<file path="src/rtl/gpio16_pkg.sv">
package gpio16_pkg;

  localparam int unsigned ADDR_W = 8;

  typedef enum logic [ADDR_W-1:0] {
    OFS_DIN  = 8'h00,
    OFS_DOUT = 8'h04,
    OFS_DIR  = 8'h08,
    OFS_EDGE = 8'h0C,
    OFS_MASK = 8'h10,
    OFS_STAT = 8'h14,
    OFS_PEN  = 8'h18
  } reg_ofs_e;

  localparam logic [1:0] SZ_HALF = 2'b01;

endpackage

</file>
<file path="src/rtl/gpio16_sync.sv">
module gpio16_sync #(
  parameter int unsigned WIDTH  = 16,
  parameter int unsigned STAGES = 2
) (
  input  logic             clk,
  input  logic             rst_n,
  input  logic [WIDTH-1:0] async_in,
  output logic [WIDTH-1:0] sync_out
);

  logic [WIDTH-1:0] stage_q [STAGES];
  logic [WIDTH-1:0] stage_d [STAGES];

  for (genvar s = 0; s < STAGES; s++) begin : g_stage
    if (s == 0) begin : g_first
      assign stage_d[s] = async_in;
    end else begin : g_next
      assign stage_d[s] = stage_q[s-1];
    end

    always_ff @(posedge clk or negedge rst_n) begin
      if (!rst_n) stage_q[s] <= '0;
      else        stage_q[s] <= stage_d[s];
    end
  end

  assign sync_out = stage_q[STAGES-1];

endmodule

</file>
<file path="src/rtl/gpio16_edge.sv">
module gpio16_edge #(
  parameter int unsigned WIDTH = 16
) (
  input  logic             clk,
  input  logic             rst_n,
  input  logic [WIDTH-1:0] level,
  input  logic [WIDTH-1:0] rise_sel,
  input  logic [WIDTH-1:0] is_input,
  input  logic [WIDTH-1:0] masked,
  output logic [WIDTH-1:0] hit
);

  logic [WIDTH-1:0] prev_q;
  logic [WIDTH-1:0] rose;
  logic [WIDTH-1:0] fell;

  always_comb begin
    rose = level & ~prev_q;
    fell = ~level & prev_q;
    hit  = ((rise_sel & rose) | (~rise_sel & fell)) & is_input & ~masked;
  end

  always_ff @(posedge clk or negedge rst_n) begin
    if (!rst_n) prev_q <= '0;
    else        prev_q <= level;
  end

  // no edge may qualify on a masked pin or on an output pin
  a_r6_gate: assert property (@(posedge clk) disable iff (!rst_n)
    (hit & (masked | ~is_input)) == '0);

endmodule

</file>
<file path="src/rtl/gpio16_regs.sv">
module gpio16_regs
  import gpio16_pkg::*;
#(
  parameter int unsigned WIDTH = 16
) (
  input  logic              clk,
  input  logic              rst_n,
  input  logic              acc_en,
  input  logic              acc_wr,
  input  logic [1:0]        acc_size,
  input  logic [ADDR_W-1:0] acc_addr,
  input  logic [WIDTH-1:0]  acc_wdata,
  output logic [WIDTH-1:0]  acc_rdata,
  input  logic [WIDTH-1:0]  level,
  input  logic [WIDTH-1:0]  hit,
  output logic [WIDTH-1:0]  dir_q,
  output logic [WIDTH-1:0]  edge_q,
  output logic [WIDTH-1:0]  mask_q,
  output logic [WIDTH-1:0]  drive_q,
  output logic              irq_q
);

  logic [WIDTH-1:0] latch_q, latch_d;
  logic [WIDTH-1:0] dir_d, edge_d, mask_d;
  logic [WIDTH-1:0] stat_q, stat_d;
  logic [WIDTH-1:0] pen_q, pen_d;
  logic [WIDTH-1:0] drive_d;
  logic [WIDTH-1:0] redrive;
  logic             irq_d;
  logic             size_ok, wr_ok, rd_ok;
  logic             wr_dout, wr_dir, wr_edge, wr_mask, wr_stat, wr_pen;

  always_comb begin
    size_ok = (acc_size == SZ_HALF);
    wr_ok   = acc_en & acc_wr & size_ok;
    rd_ok   = acc_en & ~acc_wr & size_ok;
    wr_dout = wr_ok & (acc_addr == OFS_DOUT);
    wr_dir  = wr_ok & (acc_addr == OFS_DIR);
    wr_edge = wr_ok & (acc_addr == OFS_EDGE);
    wr_mask = wr_ok & (acc_addr == OFS_MASK);
    wr_stat = wr_ok & (acc_addr == OFS_STAT);
    wr_pen  = wr_ok & (acc_addr == OFS_PEN);
  end

  always_comb begin
    latch_d = wr_dout ? acc_wdata : latch_q;
    dir_d   = wr_dir  ? acc_wdata : dir_q;
    edge_d  = wr_edge ? acc_wdata : edge_q;
    mask_d  = wr_mask ? acc_wdata : mask_q;
    pen_d   = wr_pen  ? acc_wdata : pen_q;

    redrive = latch_q & (dir_q ^ acc_wdata);
    drive_d = drive_q;
    if (wr_dout) drive_d = (drive_q & dir_q) | (acc_wdata & ~dir_q);
    if (wr_dir)  drive_d = (drive_q & ~redrive) | (latch_q & ~acc_wdata & redrive);

    stat_d = wr_stat ? (stat_q & ~acc_wdata) : stat_q;
    stat_d = stat_d | hit;

    irq_d = irq_q;
    if (wr_stat) irq_d = 1'b0;
    if (|hit)    irq_d = 1'b1;
  end

  always_ff @(posedge clk or negedge rst_n) begin
    if (!rst_n) begin
      latch_q <= '0;
      dir_q   <= '1;
      edge_q  <= '0;
      mask_q  <= '1;
      stat_q  <= '0;
      pen_q   <= '1;
      drive_q <= '0;
      irq_q   <= 1'b0;
    end else begin
      latch_q <= latch_d;
      dir_q   <= dir_d;
      edge_q  <= edge_d;
      mask_q  <= mask_d;
      stat_q  <= stat_d;
      pen_q   <= pen_d;
      drive_q <= drive_d;
      irq_q   <= irq_d;
    end
  end

  always_comb begin
    acc_rdata = '0;
    if (rd_ok) begin
      unique case (acc_addr)
        OFS_DIN:  acc_rdata = level & pen_q;
        OFS_DOUT: acc_rdata = latch_q;
        OFS_DIR:  acc_rdata = dir_q;
        OFS_EDGE: acc_rdata = edge_q;
        OFS_MASK: acc_rdata = mask_q;
        OFS_STAT: acc_rdata = stat_q;
        OFS_PEN:  acc_rdata = pen_q;
        default:  acc_rdata = '0;
      endcase
    end
  end

  // a status write with no edge present drops the interrupt
  a_r7_irq_drop: assert property (@(posedge clk) disable iff (!rst_n)
    (wr_stat && !(|hit)) |=> !irq_q);

  // a qualifying edge always leaves the interrupt high
  a_r8_edge_wins: assert property (@(posedge clk) disable iff (!rst_n)
    (|hit) |=> irq_q);

  // a latch write never moves the drive of an input pin
  a_r3_input_drive_held: assert property (@(posedge clk) disable iff (!rst_n)
    wr_dout |=> ((drive_q ^ $past(drive_q)) & $past(dir_q)) == '0);

  // writes of a refused width leave the configuration alone
  a_r9_bad_width: assert property (@(posedge clk) disable iff (!rst_n)
    (acc_en && acc_wr && acc_size != SZ_HALF) |=>
      ($stable(latch_q) && $stable(dir_q) && $stable(edge_q) &&
       $stable(mask_q) && $stable(pen_q) && $stable(drive_q)));

  // status bits are sticky unless a status write clears them
  a_r5_stat_sticky: assert property (@(posedge clk) disable iff (!rst_n)
    !wr_stat |=> ((~stat_q & $past(stat_q)) == '0));

endmodule

</file>
<file path="src/rtl/gpio16_ctrl.sv">
module gpio16_ctrl
  import gpio16_pkg::*;
#(
  parameter int unsigned NPINS       = 16,
  parameter int unsigned SYNC_STAGES = 2
) (
  input  logic              clk,
  input  logic              rst_n,
  input  logic              bus_en,
  input  logic              bus_wr,
  input  logic [1:0]        bus_size,
  input  logic [ADDR_W-1:0] bus_addr,
  input  logic [NPINS-1:0]  bus_wdata,
  output logic [NPINS-1:0]  bus_rdata,
  input  logic [NPINS-1:0]  pad_in,
  output logic [NPINS-1:0]  pad_drive,
  output logic              irq
);

  logic [1:0]       rst_pipe_q;
  logic             rst_int_n;
  logic [NPINS-1:0] level;
  logic [NPINS-1:0] hit;
  logic [NPINS-1:0] dir_w, edge_w, mask_w;

  always_ff @(posedge clk or negedge rst_n) begin
    if (!rst_n) rst_pipe_q <= 2'b00;
    else        rst_pipe_q <= {rst_pipe_q[0], 1'b1};
  end
  assign rst_int_n = rst_pipe_q[1];

  gpio16_sync #(.WIDTH(NPINS), .STAGES(SYNC_STAGES)) u_sync (
    .clk      (clk),
    .rst_n    (rst_int_n),
    .async_in (pad_in),
    .sync_out (level)
  );

  gpio16_edge #(.WIDTH(NPINS)) u_edge (
    .clk      (clk),
    .rst_n    (rst_int_n),
    .level    (level),
    .rise_sel (edge_w),
    .is_input (dir_w),
    .masked   (mask_w),
    .hit      (hit)
  );

  gpio16_regs #(.WIDTH(NPINS)) u_regs (
    .clk       (clk),
    .rst_n     (rst_int_n),
    .acc_en    (bus_en),
    .acc_wr    (bus_wr),
    .acc_size  (bus_size),
    .acc_addr  (bus_addr),
    .acc_wdata (bus_wdata),
    .acc_rdata (bus_rdata),
    .level     (level),
    .hit       (hit),
    .dir_q     (dir_w),
    .edge_q    (edge_w),
    .mask_q    (mask_w),
    .drive_q   (pad_drive),
    .irq_q     (irq)
  );

  // while reset is held the outputs stay quiet
  a_r1_reset_quiet: assert property (@(posedge clk)
    !rst_int_n |-> (!irq && pad_drive == '0));

endmodule

</file>
<file path="config.mk">
export PLATFORM = sky130hd
export DESIGN_NAME = gpio16_ctrl
export DESIGN_NICKNAME = d
export VERILOG_FILES = /design/src/rtl/gpio16_pkg.sv /design/src/rtl/gpio16_sync.sv /design/src/rtl/gpio16_edge.sv /design/src/rtl/gpio16_regs.sv /design/src/rtl/gpio16_ctrl.sv
export SDC_FILE = /design/constraint.sdc
export NUM_CORES = 1
export LEC_CHECK = 0
export BUFFER_PORTS_ARGS = -buffer_cell sky130_fd_sc_hd__buf_2
export CORE_MARGIN = 5
export CORE_UTILIZATION = 53
export DETAILED_ROUTE_END_ITERATION = 7
export PLACE_DENSITY = 0.8
export SLEW_MARGIN = 0
export SYNTH_ARGS = -nofsm -noshare
export SYNTH_HDL_FRONTEND = slang
export SYNTH_SLANG_ARGS = --single-unit
</file>
<file path="constraint.sdc">
create_clock -name clk -period 5.16 [get_ports clk]
set_input_delay 0.258 -clock clk [delete_from_list [all_inputs] [get_ports clk]]
set_output_delay 0.258 -clock clk [all_outputs]
set_load 0.02 [all_outputs]
</file>
==> run metrics, run 1 <==
initial DRC count=634; post-synth top area cell=dfrtp_1; CTS tree=done; TritonCTS Buffers=17; Most used DFF post-synth=dfrtp_1; Worst Setup SP=bus_addr[2]; Port Buf Inserts=just under 80; Reg2Reg Launch Point=u_regs.mask_q[13]; Max-cap violations=0; htree depth=4; Reg power frac=49.8%; post-DP HPWL=between 10000 and 15000 um; setup violators final=0; Area growth syn-to-layout=15.99%; Synth area leaders=dfrtp_1 38%, dfstp_2 17%, nand2_1 4.9%, o21ai_0 4.8%, mux2_2 3.6%; post-synth top area share=37.83%; min-delay worst type=primary input to flop; layout cell share with drive strength beyond 1=26.63%; fin nets=864; post-cts sizing count=0; final clock skew=0.006741 ns; VDD IR-drop max=0.2377 mV; FMAX=around 0.34 GHz; Ys Warns=0; Seq/Total Area, Yosys=around 54%; WL final=19320 um; Placed Area=8084 um2; Period minus WS final=2.922 ns; Leak Pwr=3.802 nW; Worst setup SP type=primary input; hold path startpoint=bus_wdata[3]; critical path type=primary input to primary output; height of the die=129.8 um; WP data required=4.90 ns; GRT overflow=0; crit-path max FO=33; Fin Setup TNS=0 ns; Power Dens Cells=a little over 300 nW/um2; largest net degree at the start of global routing=85; Num Clock Sinks=163; Switching Share=between 20% and 30%; Avg Inst Size Synth=10.35 um2; root buffer cell=clkbuf_16; final worst path period share=56.62%; syn_nets=781; insertion delay to the later sink of the worst-skew pair=about 0.42 ns; Worst Path Arrival=2.66 ns; Hold Violations, Final=0; RSZ-0062 raised after global routing=false; vias in the first global route=6017; die width=129.8 um; commonest non-fill, non-tap cell in the layout=dfrtp_1; drt first pass iters=5; synthesized area=7607 um2; # fillers=1122; cts hold-fix bufs=17; fin cells=slightly above 1000; Logic pwr share=4.9%; clock-pin slew on the worst setup and hold paths=about 0.06 ns; Cell variety after synth=49; Initial Util=54.38%; Worst slew margin=20.73%; GRT Util Overall=24.00%; routability cong.=0.8212; Psw=0.6067 mW; synthesized netlist cell count=735; asr flop ratio synth=100.0%; Tightest Pin Transition=1.186 ns; DRC Markers=0; register bit count reported by yosys=between 150 and 200; setup bufs post-CTS=0; Post-Layout Inst Area=8823 um2; clock tree buffer depth=2; Placed Cells=962; WL/cell=19.13 um; # rows=43; Diodes inserted=0; DIE AREA=16850 um2; Max Slew Vio Count=0; Antenna Nets Post-Route=0; outcome=completed; vias=about 6100; area of the core=13990 um2; EDFF count, synth=0; Clk pwr share=45.4%; global-route wire length before repair=31350 um; commonest cells after routing, fill and taps aside=114 x dfrtp_1, 99 x nand2_1, 78 x buf_2; I/O Pins=79; critical path endpoint category=primary output; vias per cell=6.055; Int Power=2.101 mW; initial antenna violation count=0
[logic make-up after synthesis]
group	after synthesis	share of synthesized area (%)
AOI/OAI and AO/OA	211	16.76
buffers and inverters	70	4.309
DFF	163	54.41
muxes	44	7.500
other	1	0.04929
and+or+nand+nor	246	16.97
[registers in the layout (all words and copies together), names as in the netlist, named ones only]
name / flops
u_regs.dir_q: 16
u_regs.edge_q: 16
u_regs.mask_q: 16
u_regs.stat_q: 16
u_sync.sync_out: 16
u_sync.stage_d: 16
u_regs.pen_q: 16
u_regs.latch_q: 16
u_regs.irq_q: 1
rst_pipe_q: 2
u_edge.prev_q: 16
[layer usage]
| layer | global-route usage (%) | part of all wire [%] | routed length [um] |
|---|---|---|---|
| met1 | 32.22 | 42 | 8055 |
| met2 | 39.04 | 49 | 9381 |
| met3 | 5.813 | 8.1 | 1567 |
| met4 | 7.274 | 1.6 | 318 |
| met5 | 0 | 0 | 0 |
[layout make-up]
| class | count | area (um2) | area share, % |
|---|---|---|---|
| flip-flops and latches | 163 | 4143 | 46.95 |
| multi-input cells | 502 | 3144 | 35.64 |
| repair buffers | 101 | 618.1 | 7.005 |
| clock buffers | 21 | 460.4 | 5.218 |
| well taps | 180 | 225.2 | 2.552 |
| inverters | 33 | 123.9 | 1.404 |
| clock inverters | 10 | 108.9 | 1.234 |
[cell usage after synthesis (all sizes together), types with 3 or more instances]
| cell | instances |
|---|---|
| inv | 33 |
| mux2i | 12 |
| nor4 | 6 |
| mux2 | 24 |
| nand2 | 100 |
| a22oi | 17 |
| and2 | 10 |
| buf | 20 |
| a21o | 16 |
| nand3b | 16 |
| o22ai | 7 |
| nor2 | 45 |
| o31ai | 8 |
| a32o | 6 |
| a31oi | 16 |
| clkbuf | 17 |
| mux4 | 8 |
| a21oi | 51 |
| o32ai | 10 |
| and3 | 5 |
| nor3 | 19 |
| nand3 | 3 |
| o21ai | 75 |
| dfstp | 48 |
| nand2b | 16 |
| dfrtp | 115 |
| or3b | 16 |
[worst paths after layout]
kind	slack, ns	end	cells past startpoint
worst min register to register	0.35	u_sync.sync_out[8]	0
worst min-delay path	0.12	flop	3
min in group asynchronous	0.17	rst_pipe_q[1]	2
worst max-delay path	2.24	bus_rdata[4]	8
max in group asynchronous	3.65	u_regs.dir_q[9]	1
worst max register to register	3.44	u_regs.irq_q	5
[worst max-delay path: stages]
cell      delay (ns)
buf_2           0.78
nor2b_1         0.26
buf_4           0.31
nand2_1         0.21
nor2_1          0.30
a221oi_1        0.13
a21oi_1         0.21
buf_2           0.20
[power by group through the flow]
| stage | combinational [mW] | clock, mW | sequential [mW] |
|---|---|---|---|
| after floorplan | 0.0637 | 0 | 1.37 |
| after global placement | 0.118 | 0 | 1.37 |
| after detailed placement | 0.120 | 0 | 1.37 |
| after CTS | 0.131 | 1.24 | 1.35 |
| after global routing | 0.145 | 1.30 | 1.35 |
| final | 0.132 | 1.23 | 1.35 |
[per-stage QoR]
step                      hold slack, ns  setup slack [ns]  power (mW)  utilization (%)
after CTS                         0.1011             2.311       2.717            63.08
after global routing              0.1185             2.028       2.797            63.08
after detailed placement         0.04843             2.141       1.489            57.79
after floorplan                 -0.03759            0.3658       1.431                -
after global placement           0.04562             2.256       1.486            57.79
final                             0.1195             2.238       2.708            63.08
Note: power is estimated with default switching activity, not from simulation.
==> run 2, diff against run 1 <==
- CORE_UTILIZATION: 53 -> 59
- PLACE_DENSITY: 0.8 -> 0.84
- clock period: 5.16 -> 2.9 ns (I/O delays scaled with it)
==> run 2 against run 1 <==
Compared with the run above:
- die area down 9.4%
- register-to-register slack got worse by 2.2 ns
- total power grew 79%
- largest power group unchanged
- hold slack worse by 0.10 ns
- sequential share of layout area fell by 0.71 points
- wire length up 3.9%
- critical path depth is 2 lower
- utilization grew 7.9 points
==> run metrics, run 2 (same netlist as run 1, synthesis figures left out) <==
outcome=completed; crit-path max FO=4; setup violators final=0; Leak Pwr=3.866 nW; Reg power frac=between 40 and 50%; Num Clock Sinks=163; Antenna Nets Post-Route=0; insertion delay to the later sink of the worst-skew pair=0.43 ns; critical path endpoint category=primary output; Crit-path slowest cell=a222oi_1; area occupied by multi-input gates=between 3000 and 4000 um2; Max-cap violations=0; Clk pwr share=45.5%; Int Power=~3.7 mW; Total Power=4.848 mW; critical-path cell list=mux2_2 -> nand3_1 -> o31ai_1 -> a222oi_1 -> nor2_1 -> buf_2; layout cell share with drive strength beyond 1=28.01%; Hold Violations, Final=0; Period minus WS final=2.201 ns; # rows=41; GRT overflow=0; Tightest Pin Transition=0.7513 ns; FF+latch area=4143 um2; height of the die=123.6 um; VDD IR-drop max=0.4599 mV; critical path's top delay family=compound AO/OA/AOI/OAI gates; initial DRC count=692; final clock skew=0.005338 ns; root buffer cell=clkbuf_16; Initial Util=60.28%; htree depth=4; DIE AREA=15260 um2; WL/cell=19.72 um; GRT Util Overall=27.88%; Worst slew margin=49.64%; clock tree buffer depth=2; vias=roughly 6400; CTS tree=done; die width=123.6 um; Max Slew Vio Count=0; Diodes inserted=0; FMAX=0.4544 GHz; area of the core=12620 um2; DRC Markers=0; Worst Path Arrival=between 2 and 2.5 ns; I/O Pins=just under 80; CP Buf/Inv Count=1; vias in the first global route=6521; Psw=1.136 mW; clock-pin slew on the worst setup and hold paths=0.06 ns; Area growth syn-to-layout=17.76%; final worst path period share=75.89%; Logic pwr share=5.1%; Power Dens Cells=541.1 nW/um2; RSZ-0062 raised after global routing=false; critical path type=flop to primary output; post-DP HPWL=13380 um; global-route wire length before repair=32850 um; commonest cells after routing, fill and taps aside=114 x dfrtp_1, 99 x nand2_1, 78 x buf_2; fin nets=879; WL final=around 20000 um; Fin Setup TNS=0 ns; Switching Share=23.44%; routability cong.=0.9199; min-delay worst type=primary input to flop; TritonCTS Buffers=17; # fillers=895; drt first pass iters=5; Worst setup SP type=flop; setup bufs post-CTS=0; WP data required=2.76 ns; worst stage delay on the critical path=approximately 0.50 ns; vias per cell=6.255; largest net degree at the start of global routing=a little over 70; Port Buf Inserts=78; commonest non-fill, non-tap cell in the layout=dfrtp_1; initial antenna violation count=0
run 2: cell count changes in the layout (fill, tap and decap cells not counted), sizes merged:
| cell | previous run | this run |
|---|---|---|
| clkbuf | 21 | 17 |
| buf | 84 | 98 |
| clkinv | 6 | 7 |
| clkinvlp | 2 | 6 |
| dlygate4sd3 | 17 | 18 |
run 2: worst paths after layout:
path                                      from                  to  slack, ns  cells after the start
setup / recovery             u_regs.latch_q[7]        bus_rdata[7]       0.70                      6
hold / removal                   bus_wdata[13]                flop       0.02                      3
setup reg to reg           u_sync.sync_out[13]        u_regs.irq_q       1.26                      5
hold reg to reg              u_sync.stage_d[9]  u_sync.sync_out[9]       0.34                      0
max in group asynchronous        rst_pipe_q[1]     u_regs.dir_q[7]       1.54                      1
min in group asynchronous                rst_n       rst_pipe_q[1]       0.03                      2
run 2: metal layers:
layer / track usage [%] / vias up / share of wire [%]
li1: - / 2815 / -
met2: 44.85 / 349 / 49
met5: 0 / - / 0
met3: 6.450 / 73 / 9.0
met4: 13.15 / 0 / 3.2
met1: 35.94 / 3131 / 39
run 2: power by group through the flow:
stage | clock [mW] | combinational (mW) | sequential [mW]
floorplan | 0 | 0.113 | 2.43
global route | 2.34 | 0.271 | 2.40
detailed placement | 0 | 0.227 | 2.43
global placement | 0 | 0.218 | 2.42
finish | 2.21 | 0.249 | 2.39
CTS | 2.23 | 0.248 | 2.39
run 2: repair_timing:
item,CTS,global route
hold buffers,18,0
gates resized for setup,0,0
endpoints found under the hold margin,19,0
setup endpoints to repair,0,0
run 2: final cells by class:
| type | instances | area share (%) |
|---|---|---|
| repair buffers | 116 | 8.324 |
| inverters | 33 | 1.383 |
| clock inverters | 15 | 1.816 |
| multi-input cells | 502 | 35.08 |
| well taps | 172 | 2.402 |
| clock buffers | 17 | 4.749 |
| flip-flops and latches | 163 | 46.24 |
run 2: worst reg2reg max path, cell delays in order (launching register included):
cell,delay (ns)
dfrtp_1,0.41
or3b_2,0.48
a21oi_1,0.35
nor4_1,0.14
nand4_1,0.09
o21bai_1,0.10
run 2: per-stage QoR:
step	hold WS (ns)	cell area, um2	instances	worst slack, ns	util (%)
3_5_place_dp	-0.06793	8190	968	0.6479	64.90
4_1_cts	0.003385	8959	1018	0.7516	70.99
5_1_grt	0.004775	8959	1018	0.6322	70.99
6_report	0.01869	8959	1018	0.6992	70.99
3_3_place_gp	-0.06993	8190	968	0.7810	64.90
2_1_floorplan	-0.1506	7609	735	0.2479	-
